`src/rtl/disp_irq_pkg.sv`:
```
// Package: shared widths and status bit positions for the display
// interrupt aggregator. Bit positions are visible to software.
package disp_irq_pkg;
    localparam int NSRC      = 8;
    localparam int B_EOB0    = 0;
    localparam int B_EOB1    = 1;
    localparam int B_PAL     = 2;
    localparam int B_UFLOW   = 3;
    localparam int B_SYNC    = 4;
    localparam int B_ACB     = 5;
    localparam int B_REC     = 6;
    localparam int B_DONE    = 7;

    localparam logic [1:0] PAL_DATA_ONLY = 2'd0;
    localparam logic [1:0] PAL_ONLY      = 2'd1;
    localparam logic [1:0] PAL_AND_DATA  = 2'd2;
endpackage

```
`src/rtl/acb_counter.sv`:
```
// AC-bias toggle counter.
// Counts toggles down from a programmed value and pulses hit_o on the
// toggle that reaches zero. Assumes pending_i is the sticky status bit
// that hit_o sets; while it is high the count is frozen. reload_i
// (the host clearing that bit) reloads the programmed value. A count
// of zero is idle and never produces a hit.
module acb_counter #(
    parameter int CW = 8
) (
    input  logic          clk,
    input  logic          rst_n,
    input  logic          toggle_i,
    input  logic [CW-1:0] load_val_i,
    input  logic          pending_i,
    input  logic          reload_i,
    output logic          hit_o
);
    localparam logic [CW-1:0] ONE  = CW'(1);
    localparam logic [CW-1:0] ZERO = '0;

    logic [CW-1:0] cnt_q;
    logic          step;

    // A toggle counts only when no event is pending and no reload is in progress.
    assign step  = toggle_i && !pending_i && !reload_i && (cnt_q != ZERO);
    assign hit_o = step && (cnt_q == ONE);

    // Count register: load on reset or reload, decrement on a counted toggle.
    always_ff @(posedge clk) begin
        if (!rst_n) begin
            cnt_q <= load_val_i;
        end else if (reload_i) begin
            cnt_q <= load_val_i;
        end else if (step) begin
            cnt_q <= cnt_q - ONE;
        end
    end

    AST_ACB_FROZEN: assert property (@(posedge clk) disable iff (!rst_n)
        (pending_i && !reload_i) |=> $stable(cnt_q));
    AST_ACB_HIT_ZERO: assert property (@(posedge clk) disable iff (!rst_n)
        hit_o |=> (cnt_q == ZERO));
endmodule

```
`src/rtl/frame_done_ctrl.sv`:
```
// Frame-done event generation.
// Produces the recurrent frame event (raster mode only) and the shared
// done event. In raster mode the shared done fires once, on the first
// sent frame at or after the fall of the raster enable. In character
// mode it fires once per high period of the character DMA enable.
// Assumes all inputs are synchronous to clk.
module frame_done_ctrl (
    input  logic clk,
    input  logic rst_n,
    input  logic raster_mode_i,
    input  logic raster_en_i,
    input  logic frame_sent_i,
    input  logic chr_en_i,
    input  logic chr_done_i,
    output logic rec_o,
    output logic done_o
);
    logic en_q;
    logic stop_pend_q;
    logic armed_q;
    logic en_fall;
    logic raster_done;
    logic chr_done;

    assign en_fall     = en_q && !raster_en_i;
    assign raster_done = raster_mode_i && frame_sent_i && (stop_pend_q || en_fall);
    assign chr_done    = !raster_mode_i && chr_en_i && chr_done_i && armed_q;
    assign rec_o       = raster_mode_i && frame_sent_i;
    assign done_o      = raster_done || chr_done;

    // Enable history and the pending-stop flag for raster shutdown.
    always_ff @(posedge clk) begin
        if (!rst_n) begin
            en_q        <= 1'b0;
            stop_pend_q <= 1'b0;
        end else begin
            en_q <= raster_en_i;
            if (raster_done)     stop_pend_q <= 1'b0;
            else if (en_fall)    stop_pend_q <= 1'b1;
            else if (raster_en_i) stop_pend_q <= 1'b0;
        end
    end

    // Character DMA re-arm: armed while the enable is low, spent on done.
    always_ff @(posedge clk) begin
        if (!rst_n)         armed_q <= 1'b1;
        else if (!chr_en_i) armed_q <= 1'b1;
        else if (chr_done)  armed_q <= 1'b0;
    end

    AST_RASTER_ONCE: assert property (@(posedge clk) disable iff (!rst_n)
        (done_o && raster_mode_i && !raster_en_i) |=> !(done_o && raster_mode_i));
    AST_CHR_ONCE: assert property (@(posedge clk) disable iff (!rst_n)
        (done_o && !raster_mode_i) |=> !(done_o && !raster_mode_i));
endmodule

```
`src/rtl/irq_status_bank.sv`:
```
// Sticky status bank with mask and registered request.
// One write-one-to-clear bit per source (set wins), a mask register
// and a request flop fed by the OR of masked bits. Assumes set_i are
// single-cycle pulses and clr_i is already qualified by the write strobe.
module irq_status_bank #(
    parameter int N = 8
) (
    input  logic         clk,
    input  logic         rst_n,
    input  logic [N-1:0] set_i,
    input  logic [N-1:0] clr_i,
    input  logic         mask_wr_i,
    input  logic [N-1:0] mask_wdata_i,
    output logic [N-1:0] status_o,
    output logic [N-1:0] mask_o,
    output logic         irq_o
);
    logic [N-1:0] status_q;
    logic [N-1:0] mask_q;
    logic         irq_q;

    for (genvar i = 0; i < N; i++) begin : g_bit
        // Per-source sticky bit: set dominates clear.
        always_ff @(posedge clk) begin
            if (!rst_n)        status_q[i] <= 1'b0;
            else if (set_i[i]) status_q[i] <= 1'b1;
            else if (clr_i[i]) status_q[i] <= 1'b0;
        end

        AST_SET_WINS: assert property (@(posedge clk) disable iff (!rst_n)
            set_i[i] |=> status_q[i]);
        AST_STICKY: assert property (@(posedge clk) disable iff (!rst_n)
            (status_q[i] && !clr_i[i]) |=> status_q[i]);
    end

    // Mask register written by the host.
    always_ff @(posedge clk) begin
        if (!rst_n)         mask_q <= '0;
        else if (mask_wr_i) mask_q <= mask_wdata_i;
    end

    // Request flop: OR of masked status, one cycle late.
    always_ff @(posedge clk) begin
        if (!rst_n) irq_q <= 1'b0;
        else        irq_q <= |(status_q & mask_q);
    end

    assign status_o = status_q;
    assign mask_o   = mask_q;
    assign irq_o    = irq_q;

    AST_IRQ_LAG: assert property (@(posedge clk) disable iff (!rst_n)
        1'b1 |=> (irq_o == |($past(status_o) & $past(mask_o))));
endmodule

```
`src/rtl/disp_irq_agg.sv`:
```
// Display controller interrupt aggregator (top).
// Routes event pulses into the status bank and gates the palette
// pulse by the palette mode. It also derives the AC-bias and
// frame-done events in submodules. Assumes all inputs are synchronous
// and that event inputs are single-cycle pulses.
module disp_irq_agg
    import disp_irq_pkg::*;
#(
    parameter int ACB_W = 8
) (
    input  logic             clk,
    input  logic             rst_n,
    input  logic             ev_eob0_i,
    input  logic             ev_eob1_i,
    input  logic             ev_pal_i,
    input  logic [1:0]       pal_mode_i,
    input  logic             ev_underflow_i,
    input  logic             ev_sync_lost_i,
    input  logic             acb_toggle_i,
    input  logic [ACB_W-1:0] acb_count_i,
    input  logic             raster_mode_i,
    input  logic             raster_en_i,
    input  logic             frame_sent_i,
    input  logic             chr_dma_en_i,
    input  logic             chr_buf_done_i,
    input  logic             mask_wr_i,
    input  logic [NSRC-1:0]  mask_wdata_i,
    input  logic             clr_wr_i,
    input  logic [NSRC-1:0]  clr_wdata_i,
    output logic [NSRC-1:0]  raw_status_o,
    output logic [NSRC-1:0]  masked_status_o,
    output logic [NSRC-1:0]  mask_o,
    output logic             irq_o
);
    logic [NSRC-1:0] set_vec;
    logic [NSRC-1:0] clr_vec;
    logic            pal_ok;
    logic            acb_hit;
    logic            rec_ev;
    logic            done_ev;

    assign pal_ok  = (pal_mode_i == PAL_ONLY) || (pal_mode_i == PAL_AND_DATA);
    assign clr_vec = clr_wr_i ? clr_wdata_i : '0;

    // Assemble per-source set pulses in status bit order.
    always_comb begin
        set_vec          = '0;
        set_vec[B_EOB0]  = ev_eob0_i;
        set_vec[B_EOB1]  = ev_eob1_i;
        set_vec[B_PAL]   = ev_pal_i && pal_ok;
        set_vec[B_UFLOW] = ev_underflow_i;
        set_vec[B_SYNC]  = ev_sync_lost_i;
        set_vec[B_ACB]   = acb_hit;
        set_vec[B_REC]   = rec_ev;
        set_vec[B_DONE]  = done_ev;
    end

    acb_counter #(.CW(ACB_W)) u_acb (
        .clk        (clk),
        .rst_n      (rst_n),
        .toggle_i   (acb_toggle_i),
        .load_val_i (acb_count_i),
        .pending_i  (raw_status_o[B_ACB]),
        .reload_i   (clr_vec[B_ACB]),
        .hit_o      (acb_hit)
    );

    frame_done_ctrl u_fdone (
        .clk           (clk),
        .rst_n         (rst_n),
        .raster_mode_i (raster_mode_i),
        .raster_en_i   (raster_en_i),
        .frame_sent_i  (frame_sent_i),
        .chr_en_i      (chr_dma_en_i),
        .chr_done_i    (chr_buf_done_i),
        .rec_o         (rec_ev),
        .done_o        (done_ev)
    );

    irq_status_bank #(.N(NSRC)) u_bank (
        .clk          (clk),
        .rst_n        (rst_n),
        .set_i        (set_vec),
        .clr_i        (clr_vec),
        .mask_wr_i    (mask_wr_i),
        .mask_wdata_i (mask_wdata_i),
        .status_o     (raw_status_o),
        .mask_o       (mask_o),
        .irq_o        (irq_o)
    );

    assign masked_status_o = raw_status_o & mask_o;

    AST_PAL_GATED: assert property (@(posedge clk) disable iff (!rst_n)
        (ev_pal_i && !pal_ok && !clr_vec[B_PAL]) |=> $stable(raw_status_o[B_PAL]));
    AST_MASKED_SUBSET: assert property (@(posedge clk) disable iff (!rst_n)
        ((masked_status_o & ~raw_status_o) == '0));
endmodule

```
`config.mk`:
```
export PLATFORM = sky130hd
export DESIGN_NAME = disp_irq_agg
export DESIGN_NICKNAME = d
export VERILOG_FILES = /design/src/rtl/disp_irq_pkg.sv /design/src/rtl/acb_counter.sv /design/src/rtl/frame_done_ctrl.sv /design/src/rtl/irq_status_bank.sv /design/src/rtl/disp_irq_agg.sv
export SDC_FILE = /design/constraint.sdc
export NUM_CORES = 1
export LEC_CHECK = 0
export ABC_AREA = 1
export BUFFER_PORTS_ARGS = -buffer_cell sky130_fd_sc_hd__buf_2
export CORE_UTILIZATION = 25
export CTS_CLUSTER_SIZE = 25
export DETAILED_ROUTE_END_ITERATION = 6
export SETUP_SLACK_MARGIN = 0.4
export SYNTH_ARGS = -nofsm -noshare
export SYNTH_HDL_FRONTEND = slang
export SYNTH_SLANG_ARGS = --single-unit
```
`constraint.sdc`:
```
create_clock -name clk -period 2 [get_ports clk]
set_input_delay 0.2 -clock clk [delete_from_list [all_inputs] [get_ports clk]]
set_output_delay 0.2 -clock clk [all_outputs]
set_load 0.02 [all_outputs]
```
Yosys cells after proc, flatten, opt, wreduce, memory -nomap -nowiden
Index checks and enable logic that the tools add are counted.
Operators by class
  $add $sub $neg: 1
  equality and inequality tests: 4
  multiplexer cells: 22
  bitwise gates (word level): 2
  reductions and logical operators: 31
Operators by type and width (number)
  $mux W8: 4
  $mux W1: 18
  $reduce_bool A2 Y1: 9
  $logic_and A1 B1 Y1: 11
  $and A8 B8 Y8: 1
  $eq A8 B1 Y1 const B: 1
  $reduce_bool A8 Y1: 1
  $reduce_or A8 Y1: 1
  $sub A8 B1 Y8 const B: 1
  $logic_not A1 Y1: 4
  $logic_or A1 B1 Y1: 3
  $ne A3 B1 Y1 const B: 1
  $eq A2 B1 Y1 const B: 1
  $eq A2 B2 Y1 const B: 1
  $reduce_and A2 Y1: 1
  $reduce_or A2 Y1: 1
  $not A1 Y1: 1
Storage, ports and cells
  register bits after elaboration: 28
  output and inout bits: 25
  logic and storage cells: 74

Depth between registers and ports, before layout
  depth in word-level cells: 7
  depth in mapped cells: 8
  depth with buffers taken out: 7

By module
Synthesis repeated with hierarchy kept, for this count alone.
Second synthesis, totals
  cell total of the unflattened synthesis: 224
  area total of the unflattened synthesis: 1495.2 um^2
Modules (own cells, without submodules)
  irq_status_bank: times used 1, cells each 82, area an instance 609.3 um^2, sequential area each 340.3 um^2
  acb_counter: times used 1, cells each 78, area an instance 588.1 um^2, sequential area each 240.2 um^2
  frame_done_ctrl: times used 1, cells each 27, area an instance 157.7 um^2, sequential area each 60.1 um^2
  disp_irq_agg: times used 1, cells each 37, area an instance 140.1 um^2, sequential area each 0.0 um^2

Worst setup path before layout
Ideal clock, no wire load.
  path type: register -> register
  from: register u_acb.cnt_q[0]
  to: register u_acb.cnt_q[0] (enable)
  library setup time: 0.300 ns
  arrival: 1.197 ns
  required time: 1.700 ns
  slack: 0.503 ns
  stages on the path, launching flop included: 6
  buffers on the path: 0
  period minus slack after synthesis: 1.497 ns
  path through: edfxtp_1 > inv_1 > ha_1 > nand2_1 > o21ai_0 > nand2_1
On the way
  longest elaborated chain between the ends: 3
RTL lines
  start: declaration: RTL line acb_counter.sv:21  | logic [CW-1:0] cnt_q;
  start signal: assignment: RTL line acb_counter.sv:31  | cnt_q <= load_val_i;
  start signal: assignment: RTL line acb_counter.sv:33  | cnt_q <= load_val_i;
  start signal: assignment: RTL line acb_counter.sv:35  | cnt_q <= cnt_q - ONE;
  $reduce_bool A8 Y1: RTL line acb_counter.sv:25  | assign step = toggle_i && !pending_i && !reload_i && (cnt_q != ZERO);
  $logic_and A1 B1 Y1: RTL line acb_counter.sv:25
  $ne A3 B1 Y1 (no source line)
No other way between the ends.
A chain may end at the register's enable or synchronous reset.

Final worst setup path
Same ends and word-level chain as after synthesis.

==> impl_metrics.yaml <==
timing:
  whs_ns: 0.117
  min_period_ns: 1.47
  hold_viol_final: 0
  slew_headroom_pct: 82.7
  worst_slew_pin_slew_ns: 0.260
  fin_crit_sh_pct: 73.4
  final.setup_skew_ns: 0.00295
  slew_violations: 0
  finalSetupTns_ns: 0
  setup_viol_count_final: 0
  max_freq_mhz: 682
  rsz0062_at_grt: "no"
critical_path:
  cp-start-kind: "flip-flop"
  cpPeakStageDelay_ns: 0.43
  critPathMaxFanout: 8
  crit_type: "reg2reg"
  worstPathRequired_ns: 2.00
  end_kind: "flip-flop"
  arrival_ns: 1.46
  critPathSlowestCell: "edfxtp_1"
  worstPathCellList: "inv_1 > ha_2 > nand2_1 > o21ai_2 > nand2_2"
synth:
  ys.flop_type: "dfxtp_1"
  synth_cells: 183
  synth.avg_cell_area_um2: 7.51
  yosysWarningCount: 0
  synth_top_area_cell: "dfxtp_1"
  synthArstFlopShare_pct: 0
  synthMostInstantiatedCell: "nand2_1"
  synth.distinct_cells: 26
  yosysSeqAreaShare_pct: 46.6
  ys_ff_latch: 28
  synth_edf_count: 8
  ys_top_cells_by_count: "nand2_1 (37), nor2_1 (32), inv_1 (27)"
  ys_top_cells_by_area: "dfxtp_1 (29%), edfxtp_1 (17%), nand2_1 (10%)"
  syn-cell-area_mm2: 0.00138
  synth_nets: 226
  synth_top_area_share_pct: 29.1
final_layout:
  area_growth_pct: 31.1
  diodes: 0
  fin_cells: 318
  nets: 292
  seq_area_um2: 641
  multi_input_area_um2: 593
  drive_gt1_share_pct: 30.6
  nFillCells: 584
global_route:
  grt_usage_pct: 12.2
  grt_overflow: 0
  grt_pass1_wl_mm: 5.72
  antenna_found_initial: 0
  grt_max_degree: 16
  grt_pass1_vias: 1272
pwr:
  leakage_uw: 0.000991
  pwr-share-seq_pct: 54.4
  p_int_uw: 878
  power.density_mw_per_mm2: 680
  pwr-share-clk_pct: 24.5
  combPwrFrac_pct: 21.1
  swShare_pct: 28.4
  net-switching-power_uw: 348
  ir_drop_mv: 0.231
clock_network:
  clk_pin_slew_worst_paths_ns: 0.09
  clock-sinks: 28
  root_buffer: "clkbuf_8"
  cts_tree: "done"
  cts_setup_buffers: 0
  clkLatencyLatePin_ns: 0.26
  cts_max_path_buffers: 2
  cts_made_buffers: 3
  ctsHtreeMaxLevel: 1
  hold_buffers: 0
floorplanning:
  die-area_mm2: 0.00580
  core_area_mm2: 0.00520
  die_height_um: 76.2
  placementRows: 26
  initial_core_util_pct: 26.4
  pin_count: 66
  die_w_um: 76.2
drt:
  dr.first_iter.drc_count: 24
  dr.pass1.iters: 4
  drc: 0
  wl_per_cell_um: 10.6
  vias: 1316
  drt-vias-per-instance: 4.14
  drtAntennaViolNets: 0
  finalWirelength_mm: 3.39
placed_design:
  io_buffer_count: 65
  dp_hpwl_mm: 2.70
  placedCellCount: 314
  gp_congestion: 0.892
min_path:
  hold_class: "in2reg"
outcome:
  outcome: "finished, final reports clean"
flow_run:
  cap_violations: 0
sequential cells by signal, indices dropped and copies added (netlist names):
| name | count |
|---|---|
| u_acb.cnt_q | 8 |
| u_bank.irq_o | 1 |
| u_bank.mask_o | 8 |
| u_bank.status_o | 8 |
| u_fdone.armed_q | 1 |
| u_fdone.en_q | 1 |
| u_fdone.stop_pend_q | 1 |
power groups by stage:
stage,sequential (µW),combinational (µW),clock (µW)
detailed placement,681,256,0
finish,668,259,300
global placement,681,255,0
floorplan,703,135,0
global route,674,292,347
CTS,668,259,318
metrics by stage:
step	utilization, %	cell area, µm²	setup WS, ns	total power (µW)
finish	34.6	1800	0.533	1230
CTS	34.5	1800	0.466	1250
global route	34.6	1800	0.429	1310
detailed placement	33.6	1750	0.343	937
global placement	33.6	1750	0.394	936
floorplan	-	1380	0.503	838
metal layers:
metal / vias up / global-route usage (%) / wire, µm
li1: 713 / - / -
met1: 559 / 14.9 / 1590
met2: 42 / 21.3 / 1570
met3: 2 / 2.87 / 207
met4: 0 / 3.46 / 14
met5: - / 0 / 0
layout by cell type (no fill, tap or decap):
cell type / count
buf_2: 65
nand2_1: 36
nor2_1: 32
inv_1: 27
dfxtp_1: 20
o21ai_0: 13
nand3_1: 9
a21oi_1: 9
edfxtp_1: 8
nand4_1: 5
or2_1: 4
clkbuf_8: 3
a31oi_1: 2
inv_2: 1
nand2_4: 1
inv_4: 1
nor2_8: 1
nor2_2: 1
xnor2_1: 1
nor3_1: 1
o21ai_2: 1
nand2_2: 1
nor4_1: 1
xor2_1: 1
o21ai_1: 1
ha_2: 1
ha_1: 1
clkbuf_1: 1
cells by family after synthesis:
kind of cell | Yosys count | synth area share (%)
DFF | 28 | 46.6
AOI/OAI and AO/OA | 26 | 9.64
xor gates and xnor gates | 2 | 1.27
buffers and inverters | 33 | 10.9
adders and majority gates | 2 | 1.82
and+or+nand+nor | 92 | 29.8
timing repair:
item                                    4_1_cts  5_1_grt
pin swaps                                     0        1
resized for setup                             2        2
endpoints found under the setup margin        8        8
layout make-up:
cell class / count / area share (%)
flip-flops and latches: 28 / 35.5
multi-input cells: 122 / 32.9
repair buffers: 65 / 18.0
inverters: 29 / 6.18
well taps: 70 / 4.86
clock buffers: 4 / 2.50
critical path: cells and delay by family (launching register included):
family,cells,cell delay (ns)
flip-flops,1,0.43
buffers and inverters,1,0.10
AND/OR/NAND/NOR,2,0.25
AO/OA/AOI/OAI,1,0.18
adder cells (fa/ha/maj),1,0.23
worst paths after layout:
path / start / depth (start not counted) / slack (ns) / end
max: u_acb.cnt_q[0]$_DFFE_PP_ / 5 / 0.53 / u_acb.cnt_q[0]$_DFFE_PP_
max reg2reg: u_acb.cnt_q[0]$_DFFE_PP_ / 5 / 0.53 / u_acb.cnt_q[0]$_DFFE_PP_
min: raster_en_i / 2 / 0.12 / u_fdone.stop_pend_q$_SDFFE_PP0P_
min reg2reg: u_fdone.armed_q$_SDFFE_PN1P_ / 2 / 0.47 / u_fdone.armed_q$_SDFFE_PN1P_
Power figures use the tool's default switching activity.
